--- src/rtl/pwr_seq_pkg.sv ---
package pwr_seq_pkg;

    typedef enum logic [3:0] {
        ST_G3      = 4'd0,
        ST_G3S5    = 4'd1,
        ST_S5      = 4'd2,
        ST_S5S3    = 4'd3,
        ST_PRE     = 4'd4,
        ST_PULSE   = 4'd5,
        ST_PGWAIT  = 4'd6,
        ST_WDTWAIT = 4'd7,
        ST_S3      = 4'd8,
        ST_S3S0    = 4'd9,
        ST_S0      = 4'd10,
        ST_S0S3    = 4'd11,
        ST_S3S5    = 4'd12,
        ST_S5G3    = 4'd13
    } pwr_state_e;

    typedef struct packed {
        logic rail_main;
        logic rail_aux_a;
        logic rail_aux_b;
        logic pmic_en_n;
        logic sys_rst_n;
        logic pmic_wdt_n;
    } pwr_out_t;

    localparam pwr_out_t OUT_RESET = '{
        rail_main:  1'b0,
        rail_aux_a: 1'b0,
        rail_aux_b: 1'b0,
        pmic_en_n:  1'b1,
        sys_rst_n:  1'b0,
        pmic_wdt_n: 1'b1
    };

    localparam int STATE_LAST = 13;

endpackage

--- src/rtl/pwr_seq_timer.sv ---
module pwr_seq_timer #(
    parameter int W = 9
) (
    input  logic         clk,
    input  logic         rst_n,
    input  logic         ms_tick,
    input  logic         load,
    input  logic [W-1:0] load_val,
    output logic         expired
);

    logic [W-1:0] cnt_q;

    always_ff @(posedge clk or negedge rst_n) begin
        if (!rst_n) begin
            cnt_q <= '0;
        end else if (load) begin
            cnt_q <= load_val;
        end else if (ms_tick && (cnt_q != '0)) begin
            cnt_q <= cnt_q - 1'b1;
        end
    end

    assign expired = (cnt_q == '0);

endmodule

--- src/rtl/pwr_seq_fsm.sv ---
module pwr_seq_fsm
    import pwr_seq_pkg::*;
#(
    parameter int PULSE_MS       = 50,
    parameter int PG_TIMEOUT_MS  = 300,
    parameter int WDT_TIMEOUT_MS = 100,
    parameter int TW             = 9
) (
    input  logic          clk,
    input  logic          rst_n,
    input  logic          pmic_pg,
    input  logic          ap_suspend,
    input  logic          ap_wdt,
    input  logic          force_off,
    input  logic          power_on,
    input  logic          tmr_expired,
    output logic          tmr_load,
    output logic [TW-1:0] tmr_val,
    output pwr_out_t      out_q,
    output pwr_state_e    state_q
);

    localparam logic [TW-1:0] PULSE_CNT = TW'(PULSE_MS);
    localparam logic [TW-1:0] PG_CNT    = TW'(PG_TIMEOUT_MS);
    localparam logic [TW-1:0] WDT_CNT   = TW'(WDT_TIMEOUT_MS);

    pwr_state_e state_d;
    pwr_out_t   out_d;
    logic       force_q, force_d;
    logic       apdown_q, apdown_d;
    logic       retry_q, retry_d;

    always_comb begin
        state_d  = state_q;
        out_d    = out_q;
        tmr_load = 1'b0;
        tmr_val  = '0;
        force_d  = force_q;
        apdown_d = apdown_q;
        retry_d  = retry_q;
        unique case (state_q)
            ST_G3: begin
                if (pmic_pg) begin
                    state_d = ST_S5G3;
                end else if (power_on) begin
                    state_d = ST_G3S5;
                end
            end
            ST_G3S5: begin
                out_d.rail_main  = 1'b1;
                out_d.pmic_wdt_n = 1'b1;
                force_d          = 1'b0;
                state_d          = ST_S5;
            end
            ST_S5: begin
                if (apdown_q) begin
                    apdown_d = 1'b0;
                    state_d  = ST_S5G3;
                end else if (!force_q) begin
                    retry_d = 1'b1;
                    state_d = ST_S5S3;
                end else if (!pmic_pg) begin
                    state_d = ST_S5G3;
                end else begin
                    out_d.pmic_en_n = 1'b0;
                end
            end
            ST_S5S3: begin
                out_d.pmic_en_n = 1'b1;
                tmr_load        = 1'b1;
                if (!pmic_pg) begin
                    tmr_val = PULSE_CNT;
                    state_d = ST_PRE;
                end else begin
                    tmr_val = PG_CNT;
                    state_d = ST_PGWAIT;
                end
            end
            ST_PRE: begin
                if (tmr_expired) begin
                    out_d.pmic_en_n = 1'b0;
                    tmr_load        = 1'b1;
                    tmr_val         = PULSE_CNT;
                    state_d         = ST_PULSE;
                end
            end
            ST_PULSE: begin
                if (tmr_expired) begin
                    out_d.pmic_en_n = 1'b1;
                    tmr_load        = 1'b1;
                    tmr_val         = PG_CNT;
                    state_d         = ST_PGWAIT;
                end
            end
            ST_PGWAIT: begin
                if (pmic_pg) begin
                    out_d.rail_aux_a = 1'b1;
                    out_d.rail_aux_b = 1'b1;
                    out_d.sys_rst_n  = 1'b1;
                    tmr_load         = 1'b1;
                    tmr_val          = WDT_CNT;
                    state_d          = ST_WDTWAIT;
                end else if (tmr_expired) begin
                    retry_d = 1'b0;
                    state_d = retry_q ? ST_S5S3 : ST_S5G3;
                end
            end
            ST_WDTWAIT: begin
                if (!ap_wdt) begin
                    state_d = ST_S3;
                end else if (tmr_expired) begin
                    retry_d = 1'b0;
                    state_d = retry_q ? ST_S5S3 : ST_S5G3;
                end
            end
            ST_S3: begin
                if (!pmic_pg || force_q) begin
                    apdown_d        = !pmic_pg;
                    out_d.sys_rst_n = 1'b0;
                    tmr_load        = 1'b1;
                    tmr_val         = WDT_CNT;
                    state_d         = ST_S3S5;
                end else if (!ap_suspend) begin
                    state_d = ST_S3S0;
                end
            end
            ST_S3S0: begin
                if (!pmic_pg) begin
                    force_d = 1'b1;
                    state_d = ST_S0S3;
                end else begin
                    state_d = ST_S0;
                end
            end
            ST_S0: begin
                if (!pmic_pg || force_q || ap_suspend) begin
                    state_d = ST_S0S3;
                end
            end
            ST_S0S3: begin
                state_d = ST_S3;
            end
            ST_S3S5: begin
                if (ap_wdt || tmr_expired) begin
                    if (!ap_wdt) begin
                        out_d.pmic_wdt_n = 1'b0;
                    end
                    out_d.rail_aux_a = 1'b0;
                    out_d.rail_aux_b = 1'b0;
                    state_d          = ST_S5;
                end
            end
            ST_S5G3: begin
                if (force_q) begin
                    out_d.pmic_en_n = 1'b1;
                end
                out_d.rail_main = 1'b0;
                state_d         = ST_G3;
            end
            default: begin
                state_d = ST_G3;
            end
        endcase
        if (force_off) begin
            force_d = 1'b1;
        end
    end

    // State register and flags
    always_ff @(posedge clk or negedge rst_n) begin
        if (!rst_n) begin
            state_q  <= ST_G3;
            force_q  <= 1'b0;
            apdown_q <= 1'b0;
            retry_q  <= 1'b0;
        end else begin
            state_q  <= state_d;
            force_q  <= force_d;
            apdown_q <= apdown_d;
            retry_q  <= retry_d;
        end
    end

    // Registered outputs
    always_ff @(posedge clk or negedge rst_n) begin
        if (!rst_n) begin
            out_q <= OUT_RESET;
        end else begin
            out_q <= out_d;
        end
    end

endmodule

--- src/rtl/pwr_seq_top.sv ---
module pwr_seq_top
    import pwr_seq_pkg::*;
#(
    parameter int PULSE_MS       = 50,
    parameter int PG_TIMEOUT_MS  = 300,
    parameter int WDT_TIMEOUT_MS = 100
) (
    input  logic       clk,
    input  logic       rst_n,
    input  logic       ms_tick,
    input  logic       pmic_pg,
    input  logic       ap_suspend,
    input  logic       ap_wdt,
    input  logic       force_off,
    input  logic       power_on,
    output logic       rail_5v_en,
    output logic       rail_a_en,
    output logic       rail_b_en,
    output logic       pmic_en_n,
    output logic       sys_rst_n,
    output logic       pmic_wdt_n,
    output logic [3:0] state_code
);

    localparam int MAX_AB = (PULSE_MS > PG_TIMEOUT_MS) ? PULSE_MS : PG_TIMEOUT_MS;
    localparam int MAX_MS = (MAX_AB > WDT_TIMEOUT_MS) ? MAX_AB : WDT_TIMEOUT_MS;
    localparam int TW     = $clog2(MAX_MS + 1);

    logic          tmr_load;
    logic [TW-1:0] tmr_val;
    logic          tmr_expired;
    pwr_out_t      outs;
    pwr_state_e    state;

    pwr_seq_timer #(.W(TW)) i_timer (
        .clk      (clk),
        .rst_n    (rst_n),
        .ms_tick  (ms_tick),
        .load     (tmr_load),
        .load_val (tmr_val),
        .expired  (tmr_expired)
    );

    pwr_seq_fsm #(
        .PULSE_MS       (PULSE_MS),
        .PG_TIMEOUT_MS  (PG_TIMEOUT_MS),
        .WDT_TIMEOUT_MS (WDT_TIMEOUT_MS),
        .TW             (TW)
    ) i_fsm (
        .clk         (clk),
        .rst_n       (rst_n),
        .pmic_pg     (pmic_pg),
        .ap_suspend  (ap_suspend),
        .ap_wdt      (ap_wdt),
        .force_off   (force_off),
        .power_on    (power_on),
        .tmr_expired (tmr_expired),
        .tmr_load    (tmr_load),
        .tmr_val     (tmr_val),
        .out_q       (outs),
        .state_q     (state)
    );

    assign rail_5v_en = outs.rail_main;
    assign rail_a_en  = outs.rail_aux_a;
    assign rail_b_en  = outs.rail_aux_b;
    assign pmic_en_n  = outs.pmic_en_n;
    assign sys_rst_n  = outs.sys_rst_n;
    assign pmic_wdt_n = outs.pmic_wdt_n;
    assign state_code = state;

endmodule

--- config.mk ---
export PLATFORM = sky130hd
export DESIGN_NAME = pwr_seq_top
export DESIGN_NICKNAME = d
export VERILOG_FILES = /design/src/rtl/pwr_seq_pkg.sv /design/src/rtl/pwr_seq_timer.sv /design/src/rtl/pwr_seq_fsm.sv /design/src/rtl/pwr_seq_top.sv
export SDC_FILE = /design/constraint.sdc
export NUM_CORES = 1
export LEC_CHECK = 0
export ABC_AREA = 1
export BUFFER_PORTS_ARGS = -buffer_cell sky130_fd_sc_hd__buf_4
export CAP_MARGIN = 20
export CORE_MARGIN = 8
export CORE_UTILIZATION = 55
export CTS_BUF_LIST = sky130_fd_sc_hd__clkbuf_8
export DETAILED_ROUTE_END_ITERATION = 7
export HOLD_SLACK_MARGIN = 0.03
export MAX_ROUTING_LAYER = met4
export PLACE_DENSITY_LB_ADDON = 0.08
export SYNTH_ARGS = -nofsm -noshare
export SYNTH_HDL_FRONTEND = slang
export SYNTH_SLANG_ARGS = --single-unit
--- constraint.sdc ---
create_clock -name clk -period 1.65 [get_ports clk]
set_input_delay 0.0825 -clock clk [delete_from_list [all_inputs] [get_ports clk]]
set_output_delay 0.0825 -clock clk [all_outputs]
set_load 0.005 [all_outputs]
==> Flow_metrics.wiki <==
{| class="wikitable"
! Metric !! Value
|-
| Arrival time of data at the critical path endpoint || roughly 1800 ps
|-
| Final std cell area, no fill || between 0.002 and 0.0025 mm²
|-
| Leakage power of the design || about 0.0011 µW
|-
| Count of buffers from port buffering || 17
|-
| Via count of the first global-routing pass || around 1600
|-
| VDD IR max || about 1.7 mV
|-
| HPWL after DPL || roughly 3200 µm
|-
| Count of antenna diodes in the layout || 0
|-
| Global-route usage over all layers || roughly 17%
|-
| Critical path endpoint category || flop
|-
| Number of buffers added by the clock tree synthesis step || 3
|-
| Number of vias per cell || between 5 and 6
|-
| Clock root buffer || clkbuf_8
|-
| Status || complete, no violations
|-
| Critical path required time || roughly 1900 ps
|-
| Cell Area, Synth || between 0.0015 and 0.002 mm²
|-
| Flop-to-flop setup slack || between 20 and 30 ps
|-
| Worst Setup Start Kind || flop
|-
| Fin Setup TNS || 0 ps
|-
| Placer Congestion || just over 1
|-
| Full die area || 0.00496 mm²
|-
| Hold path endpoint || i_fsm.out_q[0]$_DFFE_PN1P_
|-
| Synth Warn # || 0
|-
| Pin count of the biggest net entering global routing || 22
|-
| Count of distinct cell types in the synthesized netlist || 28
|-
| Final period demand of the worst path || about 1600 ps
|-
| Final antenna-violating net count || 0
|-
| Die span in x || 70.4 µm
|-
| IO Pins || 18
|-
| H-tree lvl count || 1
|-
| Mapped Nets || between 200 and 300
|-
| Worst r2r src || i_timer.cnt_q[1]$_DFFE_PN0P_
|-
| Top flip-flop cell by instance count after synthesis || dfrtp_1
|-
| Final Max Slew Viols || 0
|-
| Final worst hold slack || ~140 ps
|-
| GR Overflow Total || 0
|-
| Hold Crit Start || ap_wdt
|-
| Placed Instances || roughly 300
|-
| Cell area after placement || around 0.0019 mm²
|-
| Worst hold-check path type || input pin to flop
|-
| Final wirelength || between 4000 and 5000 µm
|-
| Sequential-to-total area share from yosys stat || approximately a third
|-
| Post-Route Skew || roughly 3.8 ps
|-
| Max Fanout on Critical Path || 8
|-
| First-pass GRT wire length || between 7000 and 8000 µm
|-
| Ys async rst share || 100%
|-
| Worst Reg-to-Reg Cells || 13
|-
| Capturing point of the worst reg2reg path || i_timer.cnt_q[1]$_DFFE_PN0P_
|-
| Vias after detailed routing || 1702
|-
| Core Rows || 19
|-
| Period Utilization, post-route || 98.5%
|-
| Final cell count without fillers || 315
|-
| Final number of setup-violating endpoints || 0
|-
| Max-capacitance violation count || 0
|-
| Reg clk slew, reported paths || about 80 ps
|-
| Share of cells above drive strength 1 || a little under a third
|-
| Worst Tran Pin Value || 325 ps
|-
| Routed length per placed instance || roughly 14 µm
|-
| CTS tree || done
|-
| Layout overhead on the synthesized area || 25.0%
|-
| Detailed-router iteration count before antenna repair || 4
|-
| Nets@finish || approximately 300
|-
| Vertical die dimension || a little over 70 µm
|-
| Number of violations reported at the end of detailed-routing iteration 0 || around 170
|-
| Final Core Density || about three quarters
|-
| Number of hold violations in the final report || 0
|-
| Number of buffers between clock root and the deepest sink || 2
|-
| Antenna violations before repair || 0
|-
| Classification of the worst setup path || flop to flop
|-
| Top achievable clock speed || roughly 600 MHz
|-
| Detailed-route DRC error count || 0
|-
| Syn Inst Count || 248
|-
| Headroom to the max-slew limit || about four fifths
|-
| Register bit total from synthesis || 21
|-
| Effective utilization at floorplan || around three fifths
|-
| Unrepaired setup endpoints after global routing || yes
|-
| Hold Crit Depth || 5
|-
| Number of clock sinks seen by CTS || 21
|-
| Number of enable-type register cells in the synthesized netlist || 0
|-
| Mean post-synth cell area || ~6.6 µm²
|-
| Clock insertion delay at the later pin of the skew report || 260 ps
|-
| Total power divided by cell area || between 1500 and 2000 mW/mm²
|-
| Std-Cell Core Area || 0.00278 mm²
|}
==> synthesized netlist by cell type, types with 3 or more instances <==
| cell type | n | area (µm²) |
|---|---|---|
| dfrtp_1 | 19 | 475 |
| o21ai_0 | 3 | 15.0 |
| nor2_2 | 5 | 31.3 |
| nand2_2 | 5 | 31.3 |
| xor2_1 | 5 | 43.8 |
| nor2_4 | 6 | 67.6 |
| nor2_1 | 22 | 82.6 |
| a21oi_1 | 4 | 20.0 |
| inv_1 | 23 | 86.3 |
| nand3_1 | 26 | 130 |
| inv_2 | 6 | 22.5 |
| nand4_1 | 6 | 37.5 |
| nand2_1 | 94 | 353 |
| o21ai_1 | 3 | 15.0 |
==> registers in the layout, summed over array words and instances (netlist names) <==
name            count
i_fsm.retry_q       1
i_fsm.apdown_q      1
i_fsm.state_q       4
i_fsm.out_q         5
i_fsm.force_q       1
i_timer.cnt_q       9
==> worst max-delay path by stage <==
stage / startpoint / end / slack (ps)
after floorplan: i_timer.cnt_q[0]$_DFFE_PN0P_ / i_timer.cnt_q[2]$_DFFE_PN0P_ / 110
after global placement: i_timer.cnt_q[1]$_DFFE_PN0P_ / i_fsm.state_q[3]$_DFFE_PN0P_ / 20
final: i_timer.cnt_q[1]$_DFFE_PN0P_ / i_timer.cnt_q[1]$_DFFE_PN0P_ / 30
after CTS: i_timer.cnt_q[1]$_DFFE_PN0P_ / i_fsm.state_q[3]$_DFFE_PN0P_ / 8
after detailed placement: i_timer.cnt_q[1]$_DFFE_PN0P_ / i_timer.cnt_q[5]$_DFFE_PN0P_ / -20
after global routing: i_timer.cnt_q[1]$_DFFE_PN0P_ / i_timer.cnt_q[4]$_DFFE_PN0P_ / -90
==> power breakdown <==
part	total (µW)	switching, µW	internal (µW)
clock	334	166	168
combinational	2640	1560	1070
sequential	1000	245	757
total	3970	1980	2000
==> per-stage QoR <==
stage	power, µW	worst slack, ps
floorplan	2640	109
global placement	3340	21.5
detailed placement	3360	-23.6
CTS	3720	8.05
global route	4320	-86.9
finish	3970	25.4
==> layout make-up <==
class	count	area [µm²]
clock buffer	3	41.3
clock inverter	1	5.00
inverter	30	120
sequential	21	531
timing repair buffer	35	272
fill	239	747
multi-input combinational	194	1030
tap	31	38.8
==> what timing repair did <==
item / 4_1_cts / 5_1_grt
gates resized for setup: 2 / 24
hold buffers: 2 / 0
pin swaps: 2 / 8
endpoints found under the setup margin: 8 / 14
endpoints found under the hold margin: 22 / 0
buffers inserted: 1 / 4
==> routing by layer <==
layer / vias to the layer above / wire length (µm) / track usage (%)
met3: 8 / 189 / 2.54
met5: - / 0 / -
met4: 0 / 68 / 7.37
met2: 56 / 2140 / 29.7
li1: 853 / - / -
met1: 785 / 1860 / 20.0
==> kinds of logic (layout without fill, tap and decap cells) <==
family	Yosys count	count (layout)	synth area share, %
AND/OR/NAND/NOR	171	171	48.7
buffers and inverters	33	69	8.30
flip-flops	21	21	32.4
AO/OA/AOI/OAI	16	16	6.30
XOR/XNOR	5	5	2.69
adder cells (fa/ha/maj)	2	2	1.54
==> placed cells by master (no fill, tap or decap), types with 3 or more instances in the layout <==
master,count
nand3_1,26
dfrtp_1,17
nor2_4,8
nand4_1,6
inv_2,8
clkbuf_8,3
buf_4,32
nand2_2,17
o21ai_1,4
nor2_1,21
nand2_1,82
a21oi_1,4
inv_1,21
xor2_1,5
nor2_2,4
==> worst max-delay path: stages, from the launching register on <==
cell     delay, ps
dfrtp_1        410
inv_2           90
ha_4           150
inv_2           30
nor2_1          70
nand2_1         90
nor2_4         170
nand2_2         60
nand2_2         80
nor2_4          40
nand2_4        120
buf_4          130
nand2_1         60
nand2_1         50
No activity file was read; power rests on OpenSTA's default activity.
